File: src/rtl/osm_pkg.sv
package osm_pkg;
  typedef enum logic {
    SIDE_LOW  = 1'b0,
    SIDE_HIGH = 1'b1
  } osm_side_e;

  // picks the comparator that belongs to the configured side
  function automatic logic osm_pick(input osm_side_e side, input logic ls, input logic hs);
    return (side == SIDE_HIGH) ? hs : ls;
  endfunction
endpackage

File: src/rtl/osm_status_sel.sv
module osm_status_sel #(
  parameter int N_CH = 8
) (
  input  logic [N_CH-1:0] side_hs_i,
  input  logic [N_CH-1:0] cmp_ls_i,
  input  logic [N_CH-1:0] cmp_hs_i,
  input  logic            supply_ok_i,
  input  logic            vdd_uv_i,
  output logic [N_CH-1:0] status_o
);
  import osm_pkg::*;

  logic diag_ok;
  assign diag_ok = supply_ok_i & ~vdd_uv_i;

  for (genvar g = 0; g < N_CH; g++) begin : g_ch
    osm_side_e side;
    assign side        = osm_side_e'(side_hs_i[g]);
    assign status_o[g] = diag_ok & osm_pick(side, cmp_ls_i[g], cmp_hs_i[g]);
  end
endmodule

File: src/rtl/osm_settle_timer.sv
module osm_settle_timer #(
  parameter int SETTLE_CYC = 16,
  localparam int CNT_W     = $clog2(SETTLE_CYC + 1)
) (
  input  logic clk,
  input  logic rst,
  input  logic on_i,
  input  logic iol_eff_i,
  output logic iol_q_o,
  output logic unsettled_o
);
  localparam logic [CNT_W-1:0] LOAD = CNT_W'(SETTLE_CYC);

  logic             on_q;
  logic             iol_q;
  logic [CNT_W-1:0] cnt;
  logic             restart;

  // a toggle of the command or a rising test current restarts the window
  assign restart = (on_i ^ on_q) | (iol_eff_i & ~iol_q);

  always_ff @(posedge clk) begin
    if (rst) begin
      on_q  <= 1'b0;
      iol_q <= 1'b0;
      cnt   <= '0;
    end else begin
      on_q  <= on_i;
      iol_q <= iol_eff_i;
      if (restart)
        cnt <= LOAD;
      else if (cnt != '0)
        cnt <= cnt - 1'b1;
    end
  end

  assign iol_q_o     = iol_q;
  assign unsettled_o = restart | (cnt != '0);
endmodule

File: src/rtl/osm_capture.sv
module osm_capture #(
  parameter int N_CH = 8
) (
  input  logic            clk,
  input  logic            rst,
  input  logic            rd_stb_i,
  input  logic [N_CH-1:0] status_i,
  input  logic [N_CH-1:0] unsettled_i,
  input  logic [N_CH-1:0] ch_on_i,
  input  logic [N_CH-1:0] iol_eff_i,
  output logic [N_CH-1:0] rd_status_o,
  output logic [N_CH-1:0] rd_unsettled_o,
  output logic            rd_oloff_o,
  output logic            rd_valid_o
);
  logic [N_CH-1:0] ol_cand;
  assign ol_cand = status_i & ~ch_on_i & iol_eff_i & ~unsettled_i;

  always_ff @(posedge clk) begin
    if (rst) begin
      rd_status_o    <= '0;
      rd_unsettled_o <= '0;
      rd_oloff_o     <= 1'b0;
      rd_valid_o     <= 1'b0;
    end else begin
      rd_valid_o <= rd_stb_i;
      if (rd_stb_i) begin
        rd_status_o    <= status_i;
        rd_unsettled_o <= unsettled_i;
        rd_oloff_o     <= |ol_cand;
      end
    end
  end
endmodule

File: src/rtl/osm_diag.sv
module osm_diag #(
  parameter int N_CH       = 8,
  parameter int SETTLE_CYC = 16
) (
  input  logic            clk,
  input  logic            rst,
  input  logic [N_CH-1:0] side_hs_i,
  input  logic [N_CH-1:0] cmp_ls_i,
  input  logic [N_CH-1:0] cmp_hs_i,
  input  logic [N_CH-1:0] ch_on_i,
  input  logic [N_CH-1:0] iol_en_i,
  input  logic            ol_dis_i,
  input  logic            supply_ok_i,
  input  logic            vdd_uv_i,
  input  logic            rd_stb_i,
  output logic [N_CH-1:0] rd_status_o,
  output logic [N_CH-1:0] rd_unsettled_o,
  output logic            rd_oloff_o,
  output logic            rd_valid_o,
  output logic [N_CH-1:0] iol_drive_o
);
  logic [N_CH-1:0] iol_eff;
  logic [N_CH-1:0] status;
  logic [N_CH-1:0] unsettled;

  assign iol_eff = iol_en_i & {N_CH{~ol_dis_i}};

  osm_status_sel #(.N_CH(N_CH)) u_sel (
    .side_hs_i   (side_hs_i),
    .cmp_ls_i    (cmp_ls_i),
    .cmp_hs_i    (cmp_hs_i),
    .supply_ok_i (supply_ok_i),
    .vdd_uv_i    (vdd_uv_i),
    .status_o    (status)
  );

  for (genvar g = 0; g < N_CH; g++) begin : g_tmr
    osm_settle_timer #(.SETTLE_CYC(SETTLE_CYC)) u_tmr (
      .clk         (clk),
      .rst         (rst),
      .on_i        (ch_on_i[g]),
      .iol_eff_i   (iol_eff[g]),
      .iol_q_o     (iol_drive_o[g]),
      .unsettled_o (unsettled[g])
    );
  end

  osm_capture #(.N_CH(N_CH)) u_cap (
    .clk            (clk),
    .rst            (rst),
    .rd_stb_i       (rd_stb_i),
    .status_i       (status),
    .unsettled_i    (unsettled),
    .ch_on_i        (ch_on_i),
    .iol_eff_i      (iol_eff),
    .rd_status_o    (rd_status_o),
    .rd_unsettled_o (rd_unsettled_o),
    .rd_oloff_o     (rd_oloff_o),
    .rd_valid_o     (rd_valid_o)
  );
endmodule

File: config.mk
export PLATFORM = sky130hd
export DESIGN_NAME = osm_diag
export DESIGN_NICKNAME = d
export VERILOG_FILES = /design/src/rtl/osm_pkg.sv /design/src/rtl/osm_status_sel.sv /design/src/rtl/osm_settle_timer.sv /design/src/rtl/osm_capture.sv /design/src/rtl/osm_diag.sv
export SDC_FILE = /design/constraint.sdc
export NUM_CORES = 1
export LEC_CHECK = 0
export ABC_CLOCK_PERIOD_IN_PS = 1520
export BUFFER_PORTS_ARGS = -buffer_cell sky130_fd_sc_hd__buf_4
export CORE_UTILIZATION = 48
export DETAILED_ROUTE_END_ITERATION = 7
export PLACE_DENSITY_LB_ADDON = 0.3
export SLEW_MARGIN = 20
export SYNTH_ARGS = -nofsm -noshare
export SYNTH_HDL_FRONTEND = slang
export SYNTH_SLANG_ARGS = --single-unit
export TNS_END_PERCENT = 30
File: constraint.sdc
create_clock -name clk -period 1.52 [get_ports clk]
set_clock_uncertainty 0.05 [all_clocks]
set_input_delay 0.076 -clock clk [delete_from_list [all_inputs] [get_ports clk]]
set_output_delay 0.076 -clock clk [all_outputs]
set_load 0.01 [all_outputs]
==> impl_metrics.ini, run 1 <==
[die]
io_pins = 72
rows = 29
die_h_um = 84.3
core-area_um2 = 6460
dieArea_um2 = 7110
start_util_pct = 50.4
dieWidth_um = 84.3

[synthesis]
async_flop_share_pct = 0
syn_inst = 364
yosysWarnings = 0
seq_area_frac_synth_pct = 45.5
syn_nets = 418
ys_ff_latch = 74
ys.flop_type = dfxtp_1
ys_types = 30
synth_edf_count = 0
synth_area_um2 = 3250
synth_area_per_cell_um2 = 8.94

[hold_path]
hold_start = rd_stb_i
hp-class = primary input to register
whs_path_depth = 2
hold-path-endpoint = u_cap.rd_oloff_o

[sta]
worst_pin_slew_ns = 0.684
maxSlewViolCount = 0
rsz0062_at_grt = yes
hold-worst-slack_ns = 0.0407
setup_violations = 1
setup_tns_ns = -0.00517
fin_ws_ns = -0.00517
hold_viol_final = 0
maxSlewHeadroom_pct = 54.4
fin_crit_sh_pct = 100
period_needed_ns = 1.53
max_freq_mhz = 656

[route]
detail_route.drc_violations = 1
wl_per_cell_um = 13.4
dr_total_vias = 2738
dr.pass1.iters = 6
vias_per_cell = 5.03
routed_wl_mm = 7.29
ant_nets = 0
drt_iter0_markers = 98

[setup_path]
cp_cell_sequence = dlygate4sd3_1 -> buf_4 -> or4_4 -> nor3_4 -> nor4_1 -> a311oi_1
worst-r2r-cell-count = 6
reg2reg_to = u_cap.rd_oloff_o
start_kind = primary input
cp-end-kind = register
rr_startpoint = g_tmr[5].u_tmr.cnt[0]
ff2ff_setup_slack_ns = 0.03
cp.required_ns = 1.72
critPathMaxStageDelay_ns = 0.54
crit_family = simple AND/OR/NAND/NOR gates
cp.arrival_ns = 1.73
crit_fanout = 3
slowest_stage = or4_4
crit_buf_inv = 2
critPathKind = primary input to register

[cts]
post_cts_buffers = 0
cts-root-buf = clkbuf_8
tritoncts = done
numCtsBuffers = 9
cts.sinks = 74
clockBufferDepth = 2
cts.htree.levels = 3
clkTransAtPathRegs_ns = 0.07
clk_latency_ns = 0.34

[global_route]
first_global_vias = 2625
grtUsageTotal_pct = 21.5
grt_max_degree = 67
grt-ovfl-total = 0
grt_pass1_wl_mm = 12.0
antenna_found_initial = 0

[layout]
mostFrequentLayoutCells = 91 x buf_4, 73 x nor2_1, 68 x dfxtp_1, 40 x nor3_1, 32 x xnor2_1
utilization_pct = 67.6
synthToLayoutAreaGrowth_pct = 34.1
drive_above_1_share_pct = 30.4
nNetsFinal = 516
final_common_cell = buf_4
diodes = 0

[place]
gp_congestion = 0.814
place_ws_ns = -0.0567
dp_hpwl_mm = 5.07
port_buffers = 71

[power_and_ir_drop]
p_leak_nw = 1.84
p_total_w = 0.00529
power_density_nw_per_um2 = 1210
ir_drop_mv = 0.717

[run]
max-cap-violations = 0

[run_status]
violations = DRC, setup timing
status = finished, violations left
what timing repair did:
action / in CTS / in global routing
hold endpoints to repair: 14 / 0
endpoints found under the setup margin: 2 / 7
gates cloned: 0 / 0
pin swaps: 0 / 3
hold buffers: 14 / 0
resized for setup: 2 / 20
where the power goes:
group	switching, W	leakage (nW)	internal, W
clock	0.000704	0.109	0.000964
sequential	0.000125	0.612	0.00212
combinational	0.000678	1.12	0.000700
sequential cells by signal (all words and copies together) (netlist names):
signal and flops:
u_cap.rd_unsettled_o 8, u_cap.rd_valid_o 1, g_tmr.u_tmr.on_q 8, g_tmr.u_tmr.cnt 40, g_tmr.u_tmr.iol_q_o 8, u_cap.rd_oloff_o 1, u_cap.rd_status_o 8
cells by family (layout without fill, tap and decap cells):
| family | Yosys count | after routing | share of synthesized area (%) |
|---|---|---|---|
| flops | 74 | 74 | 45.5 |
| xor+xnor | 32 | 32 | 8.61 |
| mux | 8 | 8 | 2.46 |
| simple gates | 173 | 173 | 27.9 |
| fa+ha+maj | 8 | 8 | 3.08 |
| compound gates | 33 | 33 | 6.81 |
| buf+inv | 36 | 139 | 5.61 |
metal layers:
metal  wire, um  vias up  global-route usage [%]
li1           -     1409                       -
met1       3180     1239                    26.8
met2       3540       74                    35.5
met3        391       16                    4.42
met4        180        0                    10.8
met5          0        -                       0
cell usage after synthesis (2+ instances only):
cell / number / area (um^2)
dfxtp_1: 74 / 1480
a2111oi_0: 8 / 70.1
clkbuf_1: 9 / 33.8
o21ai_1: 4 / 20.0
nand3b_2: 3 / 33.8
nor3_2: 6 / 60.1
or4_4: 2 / 22.5
mux2i_1: 8 / 80.1
inv_1: 16 / 60.1
or4_1: 6 / 45.0
nand2_1: 16 / 60.1
nand2b_1: 6 / 37.5
o21ai_2: 3 / 26.3
nor2_1: 73 / 274
ha_1: 8 / 100
nand2b_4: 3 / 41.3
xnor2_1: 32 / 280
nor2b_1: 8 / 50.1
nand3b_1: 4 / 30.0
a21oi_1: 16 / 80.1
nor3_1: 42 / 210
buf_4: 8 / 60.1
nor4_1: 2 / 12.5
area by class of cell:
type	count	area, um^2
Clock inverter	5	77.6
Fill cell	519	2090
Clock buffer	11	141
Multi-Input combinational cell	254	1650
Timing Repair Buffer	106	843
Sequential cell	74	1490
Inverter	17	63.8
Tap cell	77	96.3
worst register-to-register path, cell delays in order (launching register included):
cell and delay [ns]:
dfxtp_1 0.38, inv_1 0.06, ha_1 0.20, nand3b_1 0.16
nor3_1 0.08, nor4_1 0.27, a311oi_1 0.13
worst max path at each step:
stage                           from                to  cells after the start
6_report                  ch_on_i[1]  u_cap.rd_oloff_o                      6
5_1_grt                   ch_on_i[1]  u_cap.rd_oloff_o                      6
4_1_cts                   ch_on_i[1]  u_cap.rd_oloff_o                      6
3_5_place_dp                vdd_uv_i  u_cap.rd_oloff_o                      6
3_3_place_gp                vdd_uv_i  u_cap.rd_oloff_o                      6
2_1_floorplan  g_tmr[4].u_tmr.cnt[0]  u_cap.rd_oloff_o                      6
through the flow:
step | std cells | cell area [um^2]
after floorplan | 364 | 3250
final | 544 | 4360
after CTS | 544 | 4300
after global routing | 544 | 4360
after global placement | 514 | 3940
after detailed placement | 514 | 3940
Note: power is estimated with default switching activity, not from simulation.
==> run 2: changes to the inputs <==
--- a/config.mk
+++ b/config.mk
@@ -7,7 +7,9 @@
 export LEC_CHECK = 0
 export ABC_CLOCK_PERIOD_IN_PS = 1520
 export BUFFER_PORTS_ARGS = -buffer_cell sky130_fd_sc_hd__buf_4
-export CORE_UTILIZATION = 48
+export CELL_PAD_IN_SITES_DETAIL_PLACEMENT = 2
+export CELL_PAD_IN_SITES_GLOBAL_PLACEMENT = 2
+export CORE_UTILIZATION = 29
 export DETAILED_ROUTE_END_ITERATION = 7
 export PLACE_DENSITY_LB_ADDON = 0.3
 export SLEW_MARGIN = 20
==> run 2 against run 1 <==
  * The run now ends clean
  * Final cell count grew 13%
  * Setup slack gained 0.019 ns
  * Count of clock-buffer cells in the layout down 2
  * Utilization is 26 points lower
  * Worst hold slack worse by 0.0030 ns
  * Wire length is 39% higher
  * Critical endpoint unchanged
  * Largest cell class unchanged
  * Largest power group unchanged
  * Highest routed layer unchanged
==> impl_metrics.ini, run 2 (synthesis gave the netlist of run 1 again) <==
[setup_path]
critPathKind = register to register
startpoint = g_tmr[2].u_tmr.cnt[0]
crit_fanout = 3
start_kind = register
cp-end-kind = register
rr_startpoint = g_tmr[2].u_tmr.cnt[0]
cp.arrival_ns = 1.69
cp.required_ns = 1.70

[layout]
top_register = g_tmr.u_tmr.cnt
n_fill_cell = 1194
mostFrequentLayoutCells = 99 x buf_4, 73 x nor2_1, 66 x dfxtp_1, 42 x nor3_1, 32 x xnor2_1
diodes = 0
fin_cells = 617
final_common_cell = buf_4
nNetsFinal = 526
largest_reg_flops = 40
drive_above_1_share_pct = 33.5
synthToLayoutAreaGrowth_pct = 40.4

[sta]
period_needed_ns = 1.51
max_freq_mhz = 664
hold_viol_final = 0
fin_ws_ns = 0.0138
fin_crit_sh_pct = 99.1
setup_tns_ns = 0
maxSlewViolCount = 0
rsz0062_at_grt = yes
worst_pin_slew_ns = 0.320
setup_violations = 0
maxSlewHeadroom_pct = 78.1

[cts]
cts.sinks = 74
cts.htree.levels = 3
clk_latency_ns = 0.36
numCtsBuffers = 9
tritoncts = done
clkTransAtPathRegs_ns = 0.08
cts-root-buf = clkbuf_8
clockBufferDepth = 2

[power_and_ir_drop]
power_density_nw_per_um2 = 1220
ir_drop_mv = 0.437
p_leak_nw = 1.93
p_total_w = 0.00556

[route]
dr.pass1.iters = 4
drt_iter0_markers = 54
detail_route.drc_violations = 0
wl_per_cell_um = 16.5
dr_total_vias = 2956
vias_per_cell = 4.79
routed_wl_mm = 10.2
ant_nets = 0

[hold_path]
hold_start = ol_dis_i
hp-class = primary input to register

[global_route]
grt_max_degree = 67
grt_pass1_wl_mm = 16.1
antenna_found_initial = 0
first_global_vias = 3218
grt-ovfl-total = 0
grtUsageTotal_pct = 18.3

[die]
rows = 38
io_pins = 72
dieWidth_um = 108
dieArea_um2 = 11700
core-area_um2 = 10900
start_util_pct = 29.9
die_h_um = 108

[place]
gp_congestion = 0.723
dp_hpwl_mm = 6.94
place_ws_ns = -0.0496
place_inst = 590
port_buffers = 71

[run]
max-cap-violations = 0

[run_status]
status = finished, final reports clean
[run 2: changes by cell type in the layout (fill, tap and decap cells not counted), sizes merged]
cell	before	now
dlygate4sd3	14	10
buf	92	103
dlymetal6s4s	0	3
clkinvlp	1	2
clkinv	3	4
clkbuf	11	9
[run 2: final cells by class]
type / count / area, um^2 / share of cell area [%]
multi-input cells: 254 / 1690 / 36.9
flip-flops and latches: 74 / 1490 / 32.6
repair buffers: 116 / 935 / 20.4
well taps: 140 / 175 / 3.83
clock buffers: 9 / 124 / 2.71
clock inverters: 7 / 93.8 / 2.05
inverters: 17 / 63.8 / 1.40
[run 2: stage by stage]
stage / area (um^2) / utilization [%] / hold slack [ns]
6_report: 4570 / 42.0 / 0.0377
3_5_place_dp: 4110 / 37.8 / 0.285
4_1_cts: 4470 / 41.0 / 0.0296
2_1_floorplan: 3250 / - / 0.154
3_3_place_gp: 4110 / 37.8 / 0.272
5_1_grt: 4570 / 42.0 / 0.0340
[run 2: report_power, final]
part / switching [W] / internal [W]
logic: 0.000804 / 0.000779
registers: 0.000129 / 0.00212
clock network: 0.000809 / 0.000921
[run 2: critical path, stage by stage, from the launching register on]
cell and delay (ns):
dfxtp_2 0.36, inv_1 0.05, ha_1 0.20, nand3b_1 0.12, buf_4 0.14, nor3_4 0.03, nor4_1 0.29, a311oi_1 0.13
[run 2: timing repair]
item	4_1_cts	5_1_grt
setup endpoints to repair	3	8
hold endpoints to repair	13	0
pin swaps	0	12
hold buffers	13	0
gates resized for setup	5	32
setup buffers	0	1
[run 2: worst paths after layout]
check                                 to  cells after the start  slack [ns]
hold / removal    g_tmr[2].u_tmr.iol_q_o                      3        0.04
hold reg to reg         u_cap.rd_oloff_o                      2        0.44
setup / recovery        u_cap.rd_oloff_o                      7        0.01
setup reg to reg        u_cap.rd_oloff_o                      7        0.01
[run 2: metal layers]
| metal | vias up | global-route usage (%) | share of wire (%) |
|---|---|---|---|
| met3 | 14 | 3.74 | 2.9 |
| met2 | 53 | 32.6 | 53 |
| li1 | 1429 | - | - |
| met4 | 0 | 7.14 | 1.7 |
| met5 | - | 0 | 0 |
| met1 | 1460 | 21.4 | 43 |
==> run 3: changes to the inputs <==
--- a/config.mk
+++ b/config.mk
@@ -9,11 +9,13 @@
 export BUFFER_PORTS_ARGS = -buffer_cell sky130_fd_sc_hd__buf_4
 export CELL_PAD_IN_SITES_DETAIL_PLACEMENT = 2
 export CELL_PAD_IN_SITES_GLOBAL_PLACEMENT = 2
-export CORE_UTILIZATION = 29
+export CORE_MARGIN = 3
+export CORE_UTILIZATION = 31
 export DETAILED_ROUTE_END_ITERATION = 7
 export PLACE_DENSITY_LB_ADDON = 0.3
 export SLEW_MARGIN = 20
 export SYNTH_ARGS = -nofsm -noshare
 export SYNTH_HDL_FRONTEND = slang
+export SYNTH_HIERARCHICAL = 1
 export SYNTH_SLANG_ARGS = --single-unit
 export TNS_END_PERCENT = 30
==> run 3 against run 2 <==
  * The run now ends with setup timing left
  * Final area up 14%
  * Maximum frequency down 19%
  * Register-to-register slack worse by 0.36 ns
  * Die area up 5.9%
  * Utilization up 7.7 points
  * Sequential power up 4%
==> impl_metrics.ini, run 3 <==
[sta]
maxSlewHeadroom_pct = 61.2
period_needed_ns = 1.87
max_freq_mhz = 535
setup_violations = 13
hold_viol_final = 0
setup_tns_ns = -1.14
fin_ws_ns = -0.350
fin_crit_sh_pct = 123
worst_pin_slew_ns = 0.582
maxSlewViolCount = 0
rsz0062_at_grt = yes

[cts]
tritoncts = done
clockBufferDepth = 2
cts.sinks = 74
numCtsBuffers = 9
clkTransAtPathRegs_ns = 0.10
cts.htree.levels = 3
clk_latency_ns = 0.36
cts-root-buf = clkbuf_8

[die]
io_pins = 72
dieWidth_um = 111
rows = 37
die_h_um = 111
dieArea_um2 = 12300
start_util_pct = 32.6
core-area_um2 = 10500

[synthesis]
synth.top_cell.area_share_pct = 43.3
yosysTopAreaCell = dfxtp_1
synth_most_common_cell = dfxtp_1
synth.top_cells.by_count = 74 x dfxtp_1, 32 x xnor2_1, 25 x nor2_1, 25 x nor2b_1
synth_edf_count = 0
ys_ff_latch = 74
ys.flop_type = dfxtp_1
yosysWarnings = 6
synth_area_um2 = 3420
async_flop_share_pct = 0
ys_types = 22
syn_nets = 387
synth_area_per_cell_um2 = 10.3
seq_area_frac_synth_pct = 43.3
synth_area_leaders = dfxtp_1 43%, xnor2_1 8.2%, mux2i_1 7.0%, nor4b_4 5.6%, nor2b_1 4.6%
syn_inst = 333

[layout]
n_fill_cell = 1081
largest_reg_flops = 40
final_common_cell = buf_4
final-seq-area_um2 = 1500
top_register = g_tmr.u_tmr/cnt
multi_input_area_um2 = 1990
drive_above_1_share_pct = 47.3
mostFrequentLayoutCells = 150 x buf_4, 62 x dfxtp_1, 31 x xnor2_1, 25 x nor2_1, 24 x mux2i_1
nNetsFinal = 556
utilization_pct = 49.7
diodes = 0
synthToLayoutAreaGrowth_pct = 52.6

[setup_path]
cp.arrival_ns = 2.07
ff2ff_setup_slack_ns = -0.35
startpoint = g_tmr[5].u_tmr/cnt[0]
cp-end-kind = register
cp.required_ns = 1.72
critPathKind = register to register
crit_fanout = 2
rr_startpoint = g_tmr[5].u_tmr/cnt[0]
start_kind = register

[place]
port_buffers = 71
dp_hpwl_mm = 7.73
gp_congestion = 0.764

[route]
vias_per_cell = 5.07
drt_iter0_markers = 73
routed_wl_mm = 15.1
wl_per_cell_um = 23.5
dr.pass1.iters = 4
detail_route.drc_violations = 0
dr_total_vias = 3260
ant_nets = 0

[global_route]
first_global_vias = 3681
grtUsageTotal_pct = 21.8
antenna_found_initial = 0
grt_pass1_wl_mm = 21.1
grt-ovfl-total = 0
grt_max_degree = 46

[run_status]
status = finished, violations left
violations = setup timing

[run]
max-cap-violations = 0

[power_and_ir_drop]
netSwitchingFraction_pct = 33.6
power_density_nw_per_um2 = 1190
p_leak_nw = 2.26
p_seq_share_pct = 37.3
combPwrFrac_pct = 35.7
p_int_w = 0.00414
p_total_w = 0.00623
clockPowerShare_pct = 27.0
p_switching_w = 0.00209
ir_drop_mv = 0.588

[hold_path]
hp-class = primary input to register
hold_start = cmp_ls_i[4]
-- run 3: area by class of cell --
cell class | instances | share of cell area (%)
sequential | 74 | 28.7
timing repair buffer | 163 | 24.5
clock inverter | 4 | 0.983
multi-input combinational | 230 | 38.1
inverter | 24 | 1.73
tap | 136 | 3.26
clock buffer | 12 | 2.78
-- run 3: logic make-up after synthesis --
logic type | Yosys count | share of synthesized area (%)
simple gates | 125 | 25.6
flops | 74 | 43.3
compound gates | 41 | 9.03
xor+xnor | 32 | 8.19
buf+inv | 29 | 3.91
mux | 24 | 7.02
fa+ha+maj | 8 | 2.93
-- run 3: worst paths after layout --
path	depth (start not counted)	endpoint
max reg2reg	7	u_cap/rd_oloff_o
min	5	u_cap/rd_status_o[4]
min reg2reg	2	u_cap/rd_status_o[4]
max	7	u_cap/rd_oloff_o
-- run 3: routing by layer --
layer	GRT usage [%]	part of all wire [%]	vias up	wire (um)
met5	0	0	-	0
met4	7.46	3.6	0	541
met3	3.93	3.4	28	519
met2	42.3	54	84	8220
met1	23.4	39	1641	5840
li1	-	-	1507	-
-- run 3: critical path, stage by stage, from the launching register on --
cell,delay [ns]
dfxtp_2,0.35
inv_2,0.08
ha_4,0.14
nor4b_4,0.25
nand2_2,0.11
and4bb_4,0.41
nor4_4,0.06
a311oi_2,0.29
-- run 3: stage by stage --
stage	instance area, um^2	setup WS, ns	hold WS [ns]	instances
2_1_floorplan	3520	-0.0758	0.0927	333
3_3_place_gp	4670	-0.0982	0.265	598
3_5_place_dp	4670	-0.229	0.278	598
4_1_cts	5090	-0.162	0.0900	637
5_1_grt	5220	-0.428	0.127	643
6_report	5220	-0.350	0.103	643
-- run 3: power by group through the flow --
stage	Clock [W]	Sequential, W	Combinational [W]
CTS	0.00162	0.00229	0.00198
global route	0.00181	0.00235	0.00241
finish	0.00168	0.00233	0.00223
global placement	0	0.00231	0.00170
floorplan	0	0.00232	0.00102
detailed placement	0	0.00233	0.00180
-- run 3: repair_timing --
action                                  in CTS  in global routing
resized for setup                           15                 20
endpoints found under the setup margin       1                 17
buffers inserted                            15                 13
endpoints found under the hold margin        8                  0
cloned                                       0                  0
pin swaps                                    9                 15
hold buffers                                 8                  0
